[config.mk]
export PLATFORM = sky130hd
export DESIGN_NAME = mdio_master
export DESIGN_NICKNAME = d
export VERILOG_FILES = /design/src/rtl/mdio_pkg.sv /design/src/rtl/mdio_mdc_gen.sv /design/src/rtl/mdio_tx_shift.sv /design/src/rtl/mdio_rx_capture.sv /design/src/rtl/mdio_master.sv
export SDC_FILE = /design/constraint.sdc
export NUM_CORES = 1
export LEC_CHECK = 0
export ABC_CLOCK_PERIOD_IN_PS = 5800
export BUFFER_PORTS_ARGS = -buffer_cell sky130_fd_sc_hd__buf_2
export CORE_ASPECT_RATIO = 0.75
export CORE_UTILIZATION = 40
export CTS_CLUSTER_DIAMETER = 60
export DETAILED_ROUTE_END_ITERATION = 12
export GPL_TIMING_DRIVEN = 0
export SLEW_MARGIN = 20
export SYNTH_ARGS = -nofsm -noshare
export SYNTH_HDL_FRONTEND = slang
export SYNTH_SLANG_ARGS = --single-unit
[constraint.sdc]
create_clock -name clk -period 5.8 [get_ports clk]
set_clock_uncertainty 0.2 [all_clocks]
set_input_delay 0.29 -clock clk [delete_from_list [all_inputs] [get_ports clk]]
set_output_delay 0.29 -clock clk [all_outputs]
set_load 0.05 [all_outputs]
[src/rtl/mdio_pkg.sv]
package mdio_pkg;

  typedef enum logic [2:0] {
    ST_IDLE,
    ST_PRE,
    ST_HDR,
    ST_TA,
    ST_RDAT,
    ST_RECOV,
    ST_TAIL,
    ST_DONE
  } mdio_state_e;

  localparam logic [1:0] SOF_BITS   = 2'b01;
  localparam logic [1:0] OP_READ    = 2'b10;
  localparam logic [1:0] OP_WRITE   = 2'b01;
  localparam logic [1:0] TA_DRIVEN  = 2'b10;

endpackage

[src/rtl/mdio_mdc_gen.sv]
module mdio_mdc_gen #(
  parameter int HALF_DIV = 4
) (
  input  logic clk,
  input  logic rst,
  input  logic run,
  output logic mdc,
  output logic bit_end
);
  localparam int CW = (HALF_DIV > 1) ? $clog2(HALF_DIV) : 1;
  localparam logic [CW-1:0] CNT_LAST = CW'(HALF_DIV - 1);

  logic [CW-1:0] cnt;
  logic          last;

  assign last    = (cnt == CNT_LAST);
  assign bit_end = run && mdc && last;

  always_ff @(posedge clk) begin
    if (rst || !run) begin
      cnt <= '0;
      mdc <= 1'b0;
    end else if (last) begin
      cnt <= '0;
      mdc <= ~mdc;
    end else begin
      cnt <= cnt + 1'b1;
    end
  end

  assert_mdc_rests_low_R11: assert property (@(posedge clk) disable iff (rst)
    !run |=> !mdc);

endmodule

[src/rtl/mdio_tx_shift.sv]
module mdio_tx_shift #(
  parameter int W = 32
) (
  input  logic         clk,
  input  logic         rst,
  input  logic         load,
  input  logic [W-1:0] load_val,
  input  logic         shift,
  output logic         msb,
  output logic         nxt
);
  logic [W-1:0] sr;

  assign msb = sr[W-1];
  assign nxt = sr[W-2];

  always_ff @(posedge clk) begin
    if (rst)        sr <= '0;
    else if (load)  sr <= load_val;
    else if (shift) sr <= {sr[W-2:0], 1'b0};
  end
endmodule

[src/rtl/mdio_rx_capture.sv]
module mdio_rx_capture #(
  parameter int W = 16
) (
  input  logic         clk,
  input  logic         rst,
  input  logic         clr,
  input  logic         sample,
  input  logic         din,
  output logic [W-1:0] word
);
  always_ff @(posedge clk) begin
    if (rst || clr)  word <= '0;
    else if (sample) word <= {word[W-2:0], din};
  end
endmodule

[src/rtl/mdio_master.sv]
module mdio_master
  import mdio_pkg::*;
#(
  parameter int HALF_DIV   = 4,
  parameter int ADDR_W     = 5,
  parameter int DATA_W     = 16,
  parameter int PRE_BITS   = 32,
  parameter int RECOV_BITS = 32
) (
  input  logic              clk,
  input  logic              rst,
  input  logic              start_i,
  input  logic              rd_i,
  input  logic [ADDR_W-1:0] phy_addr_i,
  input  logic [ADDR_W-1:0] reg_addr_i,
  input  logic [DATA_W-1:0] wdata_i,
  output logic [DATA_W-1:0] rdata_o,
  output logic              done_o,
  output logic              err_o,
  output logic              mdc_o,
  output logic              mdio_o,
  output logic              mdio_oe_o,
  input  logic              mdio_i
);
  localparam int HDR_RD   = 4 + 2 * ADDR_W;
  localparam int FRAME_WR = HDR_RD + 2 + DATA_W;
  localparam int MAXB1    = (PRE_BITS > RECOV_BITS) ? PRE_BITS : RECOV_BITS;
  localparam int MAXB     = (MAXB1 > FRAME_WR) ? MAXB1 : FRAME_WR;
  localparam int CNT_W    = $clog2(MAXB + 1);
  localparam logic [CNT_W-1:0] PRE_LAST   = CNT_W'(PRE_BITS - 1);
  localparam logic [CNT_W-1:0] HDR_LAST   = CNT_W'(HDR_RD - 1);
  localparam logic [CNT_W-1:0] WR_LAST    = CNT_W'(FRAME_WR - 1);
  localparam logic [CNT_W-1:0] DATA_LAST  = CNT_W'(DATA_W - 1);
  localparam logic [CNT_W-1:0] RECOV_LAST = CNT_W'(RECOV_BITS - 1);
  localparam logic [CNT_W-1:0] TAIL_RD    = CNT_W'(1);
  localparam logic [CNT_W-1:0] TAIL_WR    = CNT_W'(0);

  mdio_state_e       state;
  logic [CNT_W-1:0]  bitcnt;
  logic              is_rd;
  logic              err_pend;
  logic              run;
  logic              bit_end;
  logic              tx_msb;
  logic              tx_nxt;
  logic              accept;
  logic [FRAME_WR-1:0] frame_val;
  logic [DATA_W-1:0] rx_word;

  assign run    = (state != ST_IDLE) && (state != ST_DONE);
  assign accept = (state == ST_IDLE) && start_i;

  always_comb begin
    if (rd_i)
      frame_val = {SOF_BITS, OP_READ, phy_addr_i, reg_addr_i,
                   {(FRAME_WR - HDR_RD){1'b0}}};
    else
      frame_val = {SOF_BITS, OP_WRITE, phy_addr_i, reg_addr_i,
                   TA_DRIVEN, wdata_i};
  end

  mdio_mdc_gen #(.HALF_DIV(HALF_DIV)) u_clk (
    .clk     (clk),
    .rst     (rst),
    .run     (run),
    .mdc     (mdc_o),
    .bit_end (bit_end)
  );

  mdio_tx_shift #(.W(FRAME_WR)) u_tx (
    .clk      (clk),
    .rst      (rst),
    .load     (accept),
    .load_val (frame_val),
    .shift    (bit_end && (state == ST_HDR)),
    .msb      (tx_msb),
    .nxt      (tx_nxt)
  );

  mdio_rx_capture #(.W(DATA_W)) u_rx (
    .clk    (clk),
    .rst    (rst),
    .clr    (accept),
    .sample (bit_end && (state == ST_RDAT)),
    .din    (mdio_i),
    .word   (rx_word)
  );

  always_ff @(posedge clk) begin
    if (rst) begin
      state     <= ST_IDLE;
      bitcnt    <= '0;
      is_rd     <= 1'b0;
      err_pend  <= 1'b0;
      mdio_o    <= 1'b0;
      mdio_oe_o <= 1'b0;
      done_o    <= 1'b0;
      err_o     <= 1'b0;
      rdata_o   <= '0;
    end else begin
      done_o <= 1'b0;
      case (state)
        ST_IDLE: if (start_i) begin
          state     <= ST_PRE;
          is_rd     <= rd_i;
          err_pend  <= 1'b0;
          bitcnt    <= '0;
          mdio_o    <= 1'b1;
          mdio_oe_o <= 1'b1;
        end
        ST_PRE: if (bit_end) begin
          if (bitcnt == PRE_LAST) begin
            state  <= ST_HDR;
            bitcnt <= '0;
            mdio_o <= tx_msb;
          end else begin
            bitcnt <= bitcnt + 1'b1;
          end
        end
        ST_HDR: if (bit_end) begin
          if (bitcnt == (is_rd ? HDR_LAST : WR_LAST)) begin
            bitcnt    <= '0;
            mdio_o    <= 1'b0;
            mdio_oe_o <= 1'b0;
            state     <= is_rd ? ST_TA : ST_TAIL;
          end else begin
            bitcnt <= bitcnt + 1'b1;
            mdio_o <= tx_nxt;
          end
        end
        ST_TA: if (bit_end) begin
          bitcnt <= '0;
          if (mdio_i) begin
            err_pend <= 1'b1;
            state    <= ST_RECOV;
          end else begin
            state <= ST_RDAT;
          end
        end
        ST_RDAT: if (bit_end) begin
          if (bitcnt == DATA_LAST) begin
            bitcnt <= '0;
            state  <= ST_TAIL;
          end else begin
            bitcnt <= bitcnt + 1'b1;
          end
        end
        ST_RECOV: if (bit_end) begin
          if (bitcnt == RECOV_LAST) begin
            bitcnt <= '0;
            state  <= ST_DONE;
          end else begin
            bitcnt <= bitcnt + 1'b1;
          end
        end
        ST_TAIL: if (bit_end) begin
          if (bitcnt == (is_rd ? TAIL_RD : TAIL_WR)) begin
            bitcnt <= '0;
            state  <= ST_DONE;
          end else begin
            bitcnt <= bitcnt + 1'b1;
          end
        end
        ST_DONE: begin
          done_o  <= 1'b1;
          err_o   <= err_pend;
          rdata_o <= err_pend ? '0 : rx_word;
          state   <= ST_IDLE;
        end
        default: state <= ST_IDLE;
      endcase
    end
  end

  // preamble cycles drive a high level
  assert_preamble_high_R1: assert property (@(posedge clk) disable iff (rst)
    (state == ST_PRE) |-> (mdio_oe_o && mdio_o));

  // line released while the turnaround bit is sampled
  assert_ta_released_R5: assert property (@(posedge clk) disable iff (rst)
    (state == ST_TA) |-> !mdio_oe_o);

  // a failed check reports zero data
  assert_err_no_data_R6: assert property (@(posedge clk) disable iff (rst)
    (state == ST_DONE && err_pend) |=> (err_o && rdata_o == '0));

  // pad outputs never move while the clock is high, nor on a rising edge
  assert_drive_change_low_R10: assert property (@(posedge clk) disable iff (rst)
    !($stable(mdio_o) && $stable(mdio_oe_o)) |-> !mdc_o);
  assert_drive_hold_rise_R10: assert property (@(posedge clk) disable iff (rst)
    $rose(mdc_o) |-> ($stable(mdio_o) && $stable(mdio_oe_o)));

  // no clocking and no driving at rest
  assert_idle_quiet_R11: assert property (@(posedge clk) disable iff (rst)
    (state == ST_IDLE) |-> (!mdc_o && !mdio_oe_o));

  // an extra start while busy leaves the operation unchanged
  assert_busy_start_ignored_R12: assert property (@(posedge clk) disable iff (rst)
    (state != ST_IDLE && start_i) |=> $stable(is_rd));

  // single-cycle done, results only move at completion
  assert_done_single_R13: assert property (@(posedge clk) disable iff (rst)
    done_o |=> !done_o);
  assert_results_hold_R13: assert property (@(posedge clk) disable iff (rst)
    (state != ST_DONE) |=> ($stable(rdata_o) && $stable(err_o)));

endmodule

# Yosys cells after proc, flatten, opt, wreduce, memory -nomap -nowiden

Cells that the tools add are included.

$add $sub $neg: 2
Equal/unequal tests: 27
Multiplexer cells: 46
Bitwise logic cells: 1
Reductions and logical operators: 24

Operators with widths:

| cell                  | count |
|---|---|
| $mux W32              | 2 |
| $mux W6               | 10 |
| $mux W3               | 13 |
| $pmux W6 S6           | 1 |
| $mux W30              | 1 |
| $pmux W3 S8           | 1 |
| $ne A2 B2 Y1 const B  | 11 |
| $mux W16              | 1 |
| $mux W1               | 13 |
| $eq A3 B3 Y1 const B  | 4 |
| $reduce_and A12 Y1    | 1 |
| $reduce_and A4 Y1     | 2 |
| $reduce_and A7 Y1     | 1 |
| $add A6 B1 Y6 const B | 1 |
| $eq A3 B2 Y1 const B  | 2 |
| $eq A6 B1 Y1          | 1 |
| $eq A6 B4 Y1 const B  | 1 |
| $eq A6 B5 Y1          | 1 |
| $eq A6 B5 Y1 const B  | 1 |
| $logic_and A1 B1 Y1   | 6 |
| $ne A2 B1 Y1 const B  | 3 |
| $reduce_bool A2 Y1    | 3 |
| $reduce_bool A3 Y1    | 2 |
| $reduce_bool A6 Y1    | 1 |
| other kinds (14)      | 17 |

Register bits: 82
Bits of input ports: 31
Output and inout bits: 21
Word-level logic and storage cells: 113

# Logic depth before layout (Yosys ltp)

Gate-level depths: netlist (run 1).

Depth in word-level cells: 7
Gate-level depth with buffers: 8
Gate-level depth less buffers: 6

# Hierarchy

A second synthesis (run 1) with hierarchy kept.

Cell total of the unflattened synthesis: 430
Area total of the unflattened synthesis: 4,139.0 sq um

By module, submodules not included:

| module          | instances | cells an instance | area each (sq um) | seq. area each (sq um) |
|---|---|---|---|---|
| mdio_master     | 1         | 224               | 1,759.2           | 620.6 |
| mdio_tx_shift   | 1         | 142               | 1,661.6           | 640.6 |
| mdio_rx_capture | 1         | 53                | 581.8             | 320.3 |
| mdio_mdc_gen    | 1         | 11                | 136.4             | 60.1 |

# Least setup slack after synthesis (run 1)

Ideal clock, no wire load.

Kind: flip-flop to flip-flop
From: register u_clk.mdc
To: register bitcnt[4]
Library setup time: 0.095 ns
Data arrival time: 2.106 ns
Data required time: 5.505 ns
Path slack: 3.399 ns
Stages on the path, launching flop included: 6
Path buffers: 0
Period minus slack after synthesis: 2.401 ns
Cells stage by stage: dfxtp_1 > nand2_1 > mux2i_1 > nand2_1 > or4_1 > a221oi_1

Cells in the longest elaborated chain, start to end: 4

RTL lines:

| element                                                       | line               | RTL |
|---|---|---|
| start, declared                                               | mdio_mdc_gen.sv:7  | `output logic mdc,` |
| start signal, assigned                                        | mdio_mdc_gen.sv:25 | `mdc <= ~mdc;` |
| $logic_and A1 B1 Y1 (*) (2 in series)                         | mdio_mdc_gen.sv:17 | `assign bit_end = run && mdc && last;` |
| $ne A2 B1 Y1 (no line) / $ne A2 B2 Y1 (equally long branches) | --                 |  |
| $reduce_and A7 Y1 (no line) (*)                               | --                 |  |
| end signal, assigned                                          | mdio_master.sv:117 | `bitcnt <= bitcnt + 1'b1;` |
| end signal, assigned                                          | mdio_master.sv:127 | `bitcnt <= bitcnt + 1'b1;` |
| end signal, assigned                                          | mdio_master.sv:145 | `bitcnt <= bitcnt + 1'b1;` |
| end, declared                                                 | mdio_master.sv:39  | `logic [CNT_W-1:0] bitcnt;` |

Mark *: on every way between the ends. The rest lies on a longest branch, timed or not.
A chain may end at the register's enable or synchronous reset.

# Final worst setup path (run 1)

From: register u_clk.cnt[0]
To: register bitcnt[4]

Cells in the longest elaborated chain, start to end: 4

RTL lines:

| element                                                       | line               | RTL |
|---|---|---|
| start, declared                                               | mdio_mdc_gen.sv:13 | `logic [CW-1:0] cnt;` |
| start signal, assigned                                        | mdio_mdc_gen.sv:27 | `cnt <= cnt + 1'b1;` |
| $eq A2 B2 Y1 (*)                                              | mdio_mdc_gen.sv:16 | `assign last = (cnt == CNT_LAST);` |
| $logic_and A1 B1 Y1 (*)                                       | mdio_mdc_gen.sv:17 |  |
| $ne A2 B1 Y1 (no line) / $ne A2 B2 Y1 (equally long branches) | --                 |  |
| $reduce_and A7 Y1 (no line) (*)                               | --                 |  |

Marked as above.

==> summary.md, run 1 <==
| Metric | Value |
|---|---|
| Outcome | `complete, no violations` |
| Area leader, netlist | `dfxtp_1` |
| Area Growth Syn to Fin | `19.8%` |
| Final WS setup | `3250 ps` |
| Fin util | `0.499` |
| Number of synthesized flops with an enable pin | `0` |
| Logic pwr share | `0.290` |
| Crit. path cell count | `7` |
| IO Pins | `52` |
| Clk pwr share | `0.319` |
| Critical Path RT | `5850 ps` |
| Post-synth top cells | `82 x dfxtp_1, 73 x nand2_1, 50 x a21oi_1, 42 x nor2_1, 21 x clkbuf_1` |
| Detail Route Antenna Nets | `0` |
| First-pass GRT wire length | `15100 microns` |
| Reg2reg path depth | `7` |
| Power density cells | `429 nW/um^2` |
| Flop and latch count out of synthesis | `82` |
| Sequential power share | `0.391` |
| Die Y | `83.6 microns` |
| Placement Rows | `29` |
| DP HPWL | `6230 microns` |
| Largest stage delay, worst path | `530 ps` |
| Most common cell in the synthesized netlist | `dfxtp_1` |
| Starting Density | `0.416` |
| Yosys warns | `0` |
| Worst R2R End | `bitcnt[4]$_SDFFE_PP0P_` |
| CP delay by family, top | `simple AND/OR/NAND/NOR gates` |
| Hold Crit Start | `phy_addr_i[3]` |
| Setup TNS | `0 ps` |
| Peak supply drop | `0.234 mV` |
| N_diodes | `0` |
| Vias in the first global route | `2974` |
| Die W | `111 microns` |
| Nets | `522` |
| Placed Cells | `584` |
| Die ar. | `9260 sq um` |
| Crit share post-route | `0.439` |
| Slew of the pin with the lowest slew margin | `897 ps` |
| Final hold vios | `0` |
| Fmax | `0.392 GHz` |
| Worst path cell trace | `ha_1 -> buf_2 -> nand2_1 -> mux2i_1 -> nand2_1 -> or4_1 -> a221oi_1` |
| Critical Path AT | `2600 ps` |
| DRC | `0` |
| Mapped Nets | `460` |
| FILL cells | `823` |
| Switching pwr | `0.650 mW` |
| Hold Crit Class | `in2reg` |
| Slowest-stage cell, CP | `or4_1` |
| RSZ-0062 raised after global routing | `no` |
| Clock-pin slew on the worst setup and hold paths | `70 ps` |
| CTS root buffer | `clkbuf_16` |
| Via count | `3257` |
| Clk_lat worst skew | `340 ps` |
| CTS HTree Levels | `3` |
| Xor/xnor share of the synthesized area | `0.0123` |
| Critical path origin | `u_clk.cnt[0]$_SDFF_PP0_` |
| Switching Share | `0.356` |
| Clk buf depth | `2` |
| TritonRoute pass-1 iters | `4` |
| Worst Hold Margin | `11.3 ps` |
| Total gr overflow | `0` |
| Synth cell types | `45` |
| Most used cell, CP | `nand2_1` |
| Kind of critical path | `reg2reg` |
| Lkg Pwr | `1.58 nW` |
| TritonCTS Buffers | `9` |
| Setup slack, reg-to-reg | `3250 ps` |
| Largest cells by area after synthesis | `dfxtp_1 46%, nand2_1 7.7%, a21oi_1 7.0%, nor2_1 4.4%, a211oi_1 4.0%` |
| CORE AREA | `8530 sq um` |
| Area occupied by multi-input gates | `1760 sq um` |
| Avg Cell Area, Syn | `8.32 sq um` |
| DR vias/cell | `5.41` |
| Post-Synthesis Cells | `427` |
| Worst Setup Start Kind | `flip-flop` |
| Post-synthesis mux area share | `0.00564` |
| Pre-CTS WS | `3290 ps` |
| Sequential fraction of the synthesis area | `0.462` |
| I/O Buffers | `49` |
| Design Area, Final | `4250 sq um` |
| Synth Area in Simple Gates | `0.239` |
| # setup viols final | `0` |
| Layout cells sized above 1 | `0.154` |
| Async set-reset flop share out of synthesis | `0` |
| Top_reg_cell synth | `dfxtp_1` |
| RePlAce Congestion | `0.889` |
| Power Total | `1.83 mW` |
| CTS Sinks | `82` |
| R2R Path Start | `u_clk.cnt[0]$_SDFF_PP0_` |
| Final Max Slew Viols | `0` |
| Largest family of logic cells by synthesized area | `simple AND/OR/NAND/NOR gates` |
| Compound-gate portion of the synthesized area | `0.230` |
| Cell Area, Synth | `3550 sq um` |
| Crit Path Max Fanout | `7` |
| Post-DP Area | `3930 sq um` |
| Max_cap viols | `0` |
| Synth top area share | `0.462` |
| Largest net degree at the start of global routing | `16` |
| Synth Area in Adders | `0.00705` |
| Routed WL per cell | `14.9 microns` |
| Layout Cells excl Fill | `602` |
| GRT Total Usage | `0.203` |
| Critical path buffer and inverter count | `1` |
| FF/Latch Area | `1640 sq um` |
| Crit. End Element | `flip-flop` |
| 1st-iter DRT viols | `206` |
| Post-CTS resize count | `0` |
| Routed WL | `8980 microns` |
| CTS tree | `yes` |
| Tmin final | `2550 ps` |
| Initial antenna violation count | `0` |
| Int Pwr | `1.18 mW` |
| Worst setup path end | `bitcnt[4]$_SDFFE_PP0P_` |
| Slew HR | `0.394` |
## layer usage
metal,share of wire,track usage,vias to the layer above
li1,-,-,1653
met1,0.54,0.296,1521
met2,0.41,0.282,75
met3,0.048,0.0661,8
met4,0.0087,0.0558,0
met5,0,0,-
## area by class of cell
cell class | count | share of cell area
multi-input cells | 306 | 0.413
flip-flops and latches | 82 | 0.386
repair buffers | 51 | 0.0624
clock buffers | 9 | 0.0530
well taps | 108 | 0.0318
plain buffers | 33 | 0.0306
clock inverters | 7 | 0.0179
inverters | 6 | 0.00530
## cells by family (layout without fill, tap and decap cells)
group	Yosys count	count (layout)
flip-flops	82	82
AND/OR/NAND/NOR	175	175
AO/OA/AOI/OAI	122	122
buffers and inverters	39	106
XOR/XNOR	5	5
multiplexers	2	2
adder cells (fa/ha/maj)	2	2
## registers in the layout, summed over array words and instances (netlist names), 2 cells and up
register,count
rdata_o,16
u_clk.cnt,2
u_tx.sr,32
bitcnt,6
u_rx.word,16
state,3
## how the worst min path moves through the flow
stage,end,cells past startpoint
2_1_floorplan,u_clk.cnt[0]$_SDFF_PP0_,1
4_1_cts,u_tx.sr[22]$_SDFFE_PP0P_,3
3_3_place_gp,u_clk.cnt[0]$_SDFF_PP0_,1
3_5_place_dp,u_clk.cnt[0]$_SDFF_PP0_,1
5_1_grt,u_tx.sr[26]$_SDFFE_PP0P_,3
6_report,u_tx.sr[26]$_SDFFE_PP0P_,3
## placed cells by master (no fill, tap or decap), types with 3 or more instances in the layout
master      n
dfxtp_1    82
nand2_1    73
buf_2      54
a21oi_1    50
nor2_1     42
clkbuf_1   21
a211oi_1   19
nor3b_1    16
a22o_1     14
a311oi_1   12
nand3_1     9
o21ai_0     9
clkbuf_16   9
buf_1       7
inv_1       6
nor3_1      6
nand2b_1    4
nand3b_1    4
xor2_1      3
or3_1       3
o211ai_1    3
or4_1       3
nor4_1      3
## power groups by stage
stage          clock, mW  combinational, mW  sequential [mW]
3_3_place_gp           0              0.513            0.722
4_1_cts            0.591              0.524            0.713
2_1_floorplan          0              0.383            0.724
5_1_grt            0.617              0.591            0.725
6_report           0.582              0.529            0.715
3_5_place_dp           0              0.520            0.724
## repair_timing
action | 4_1_cts | 5_1_grt
hold buffers | 2 | 0
endpoints found under the hold margin | 2 | 0
setup buffers | 0 | 0
## worst min-delay path, stage by stage
cell	delay (ps)
buf_2	100
nand2_1	50
a311oi_1	70
Note: power is estimated with default switching activity, not from simulation.
==> inputs of run 2 (changes only) <==
Settings changed: ABC_CLOCK_PERIOD_IN_PS 5800 to 2300.
Clock period 5.8 ns to 2.3 ns, I/O delays scaled along.
==> summary.md, run 2 (same netlist as run 1, synthesis figures left out) <==
| Metric | Value |
|---|---|
| Peak supply drop | `0.529 mV (was 0.234 mV)` |
| Routed WL per cell | `15.1 microns (was 14.9 microns)` |
| Int Pwr | `3.08 mW (was 1.18 mW)` |
| Power density cells | `1050 nW/um^2 (was 429 nW/um^2)` |
| Die Y | `83.6 microns (unchanged)` |
| Clock-pin slew on the worst setup and hold paths | `60 ps (was 70 ps)` |
| Crit share post-route | `0.962 (was 0.439)` |
| Critical path buffer and inverter count | `1 (unchanged)` |
| CTS root buffer | `clkbuf_16 (unchanged)` |
| Most flops, register | `u_tx.sr (unchanged)` |
| CTS tree | `yes (unchanged)` |
| Switching Share | `0.349 (was 0.356)` |
| Max Used Layer | `met4 (unchanged)` |
| TritonRoute pass-1 iters | `4 (unchanged)` |
| Most frequent cells in the layout | `77 x dfxtp_1, 71 x nand2_1, 52 x buf_2, 49 x a21oi_1, 41 x nor2_1 (was 82 x dfxtp_1, 73 x nand2_1, 54 x buf_2, 50 x a21oi_1, 42 x nor2_1)` |
| Clk buf depth | `2 (unchanged)` |
| I/O Buffers | `49 (unchanged)` |
| Vias in the first global route | `3059 (was 2974)` |
| Die W | `111 microns (unchanged)` |
| Layout cells sized above 1 | `0.213 (was 0.154)` |
| Final WS setup | `86.5 ps (was 3250 ps)` |
| Hold Crit Class | `in2reg (unchanged)` |
| Sequential power share | `0.382 (was 0.391)` |
| M1 WL | `4760 microns (was 4810 microns)` |
| IO Pins | `52 (unchanged)` |
| CP delay by family, top | `simple AND/OR/NAND/NOR gates (unchanged)` |
| Kind of critical path | `reg2reg (unchanged)` |
| TritonCTS Buffers | `9 (unchanged)` |
| DR vias/cell | `5.53 (was 5.41)` |
| Worst Setup Start Kind | `flip-flop (unchanged)` |
| Max_cap viols | `0 (unchanged)` |
| Largest stage delay, worst path | `550 ps (was 530 ps)` |
| Placement Rows | `29 (unchanged)` |
| Largest net degree at the start of global routing | `15 (was 16)` |
| Die ar. | `9260 sq um (unchanged)` |
| First-pass GRT wire length | `15400 microns (was 15100 microns)` |
| Detail Route Antenna Nets | `0 (unchanged)` |
| Most common cell after layout, fill and taps aside | `dfxtp_1 (unchanged)` |
| Via count | `3399 (was 3257)` |
| Met3 routed WL | `515 microns (was 435 microns)` |
| N_diodes | `0 (unchanged)` |
| Crit Path Max Fanout | `7 (unchanged)` |
| Fmax | `0.452 GHz (was 0.392 GHz)` |
| Area Growth Syn to Fin | `26.6% (was 19.8%)` |
| Routed WL | `9270 microns (was 8980 microns)` |
| Pre-CTS WS | `-203 ps (was 3290 ps)` |
| Clk pwr share | `0.309 (was 0.319)` |
| Critical Path AT | `2260 ps (was 2600 ps)` |
| Critical Path RT | `2350 ps (was 5850 ps)` |
| Final Max Slew Viols | `0 (unchanged)` |
| Crit. End Element | `flip-flop (unchanged)` |
| Setup TNS | `0 ps (unchanged)` |
| # setup viols final | `0 (unchanged)` |
| Slew HR | `0.612 (was 0.394)` |
| Clk_lat worst skew | `340 ps (about the same)` |
| Final hold vios | `0 (unchanged)` |
| RePlAce Congestion | `0.894 (was 0.889)` |
| Nets | `535 (was 522)` |
| GRT Total Usage | `0.208 (was 0.203)` |
| Switching pwr | `1.65 mW (was 0.650 mW)` |
| DRC | `0 (unchanged)` |
| 1st-iter DRT viols | `204 (was 206)` |
| Slowest-stage cell, CP | `or4_1 (unchanged)` |
| DP HPWL | `6170 microns (was 6230 microns)` |
| Initial antenna violation count | `0 (unchanged)` |
| Logic pwr share | `0.310 (was 0.290)` |
| Starting Density | `0.416 (unchanged)` |
| Max reg flops | `32 (unchanged)` |
| CORE AREA | `8530 sq um (unchanged)` |
| Outcome | `complete, no violations (unchanged)` |
| Top Registers | `u_tx.sr (32), rdata_o (16), u_rx.word (16) (unchanged)` |
| Worst path cell trace | `ha_1 -> clkbuf_4 -> nand2_4 -> mux2i_4 -> nand2_2 -> or4_1 -> a221oi_2 (was ha_1 -> buf_2 -> nand2_1 -> mux2i_1 -> nand2_1 -> or4_1 -> a221oi_1)` |
| Slew of the pin with the lowest slew margin | `573 ps (was 897 ps)` |
| Tmin final | `2210 ps (was 2550 ps)` |
| CTS Sinks | `82 (unchanged)` |
| CTS HTree Levels | `3 (unchanged)` |
| Total gr overflow | `0 (unchanged)` |
| Metal2 WL | `3900 microns (was 3660 microns)` |
| Lkg Pwr | `1.70 nW (was 1.58 nW)` |
-- run 2: power groups by stage --
stage	logic, mW	clock network [mW]	registers (mW)
finish	1.47	1.46	1.81
CTS	1.39	1.49	1.80
global route	1.62	1.56	1.83
global placement	1.29	0	1.82
detailed placement	1.31	0	1.83
floorplan	0.967	0	1.83
-- run 2: worst min-delay path: stages --
cell      delay [ps]
buf_2             90
nor3b_1          120
a21oi_1          110
a211oi_1          70
-- run 2: layout make-up --
class | instances | area, sq um
Fill cell | 806 | 4030
Sequential cell | 82 | 1650
Buffer | 32 | 151
Clock buffer | 11 | 243
Inverter | 6 | 22.5
Multi-Input combinational cell | 306 | 1840
Clock inverter | 5 | 61.3
Tap cell | 108 | 135
Timing Repair Buffer | 65 | 395
-- run 2: worst paths after layout --
check,startpoint,to,slack (ps),cells after the start
max,u_clk.cnt[0]$_SDFF_PP0_,bitcnt[4]$_SDFFE_PP0P_,90,7
min,wdata_i[9],u_tx.sr[9]$_SDFFE_PP0P_,10,4
max reg2reg,u_clk.cnt[0]$_SDFF_PP0_,bitcnt[4]$_SDFFE_PP0P_,90,7
min reg2reg,u_clk.cnt[0]$_SDFF_PP0_,u_clk.cnt[0]$_SDFF_PP0_,230,1
-- run 2: routing by layer --
metal / vias to the layer above / track usage
met2: 86 / 0.293
met5: - / 0
met4: 0 / 0.0764
met3: 8 / 0.0494
met1: 1616 / 0.305
li1: 1689 / -
-- run 2: per-stage QoR --
stage          std cells  hold slack, ps  power, mW   util  area (sq um)
5_1_grt              615            35.3       5.01  0.527          4490
3_5_place_dp         584             187       3.14  0.461          3930
6_report             615            14.5       4.74  0.527          4490
4_1_cts              612            8.11       4.68  0.518          4420
3_3_place_gp         584             180       3.11  0.461          3930
2_1_floorplan        427            51.0       2.79      -          3550
-- run 2: repair_timing --
item                                   in CTS  in global routing
endpoints found under the hold margin      13                  0
pin swaps                                   2                  2
setup endpoints to repair                  55                 41
hold buffers                               12                  0
resized for setup                          19                 24
setup buffers                               0                  4
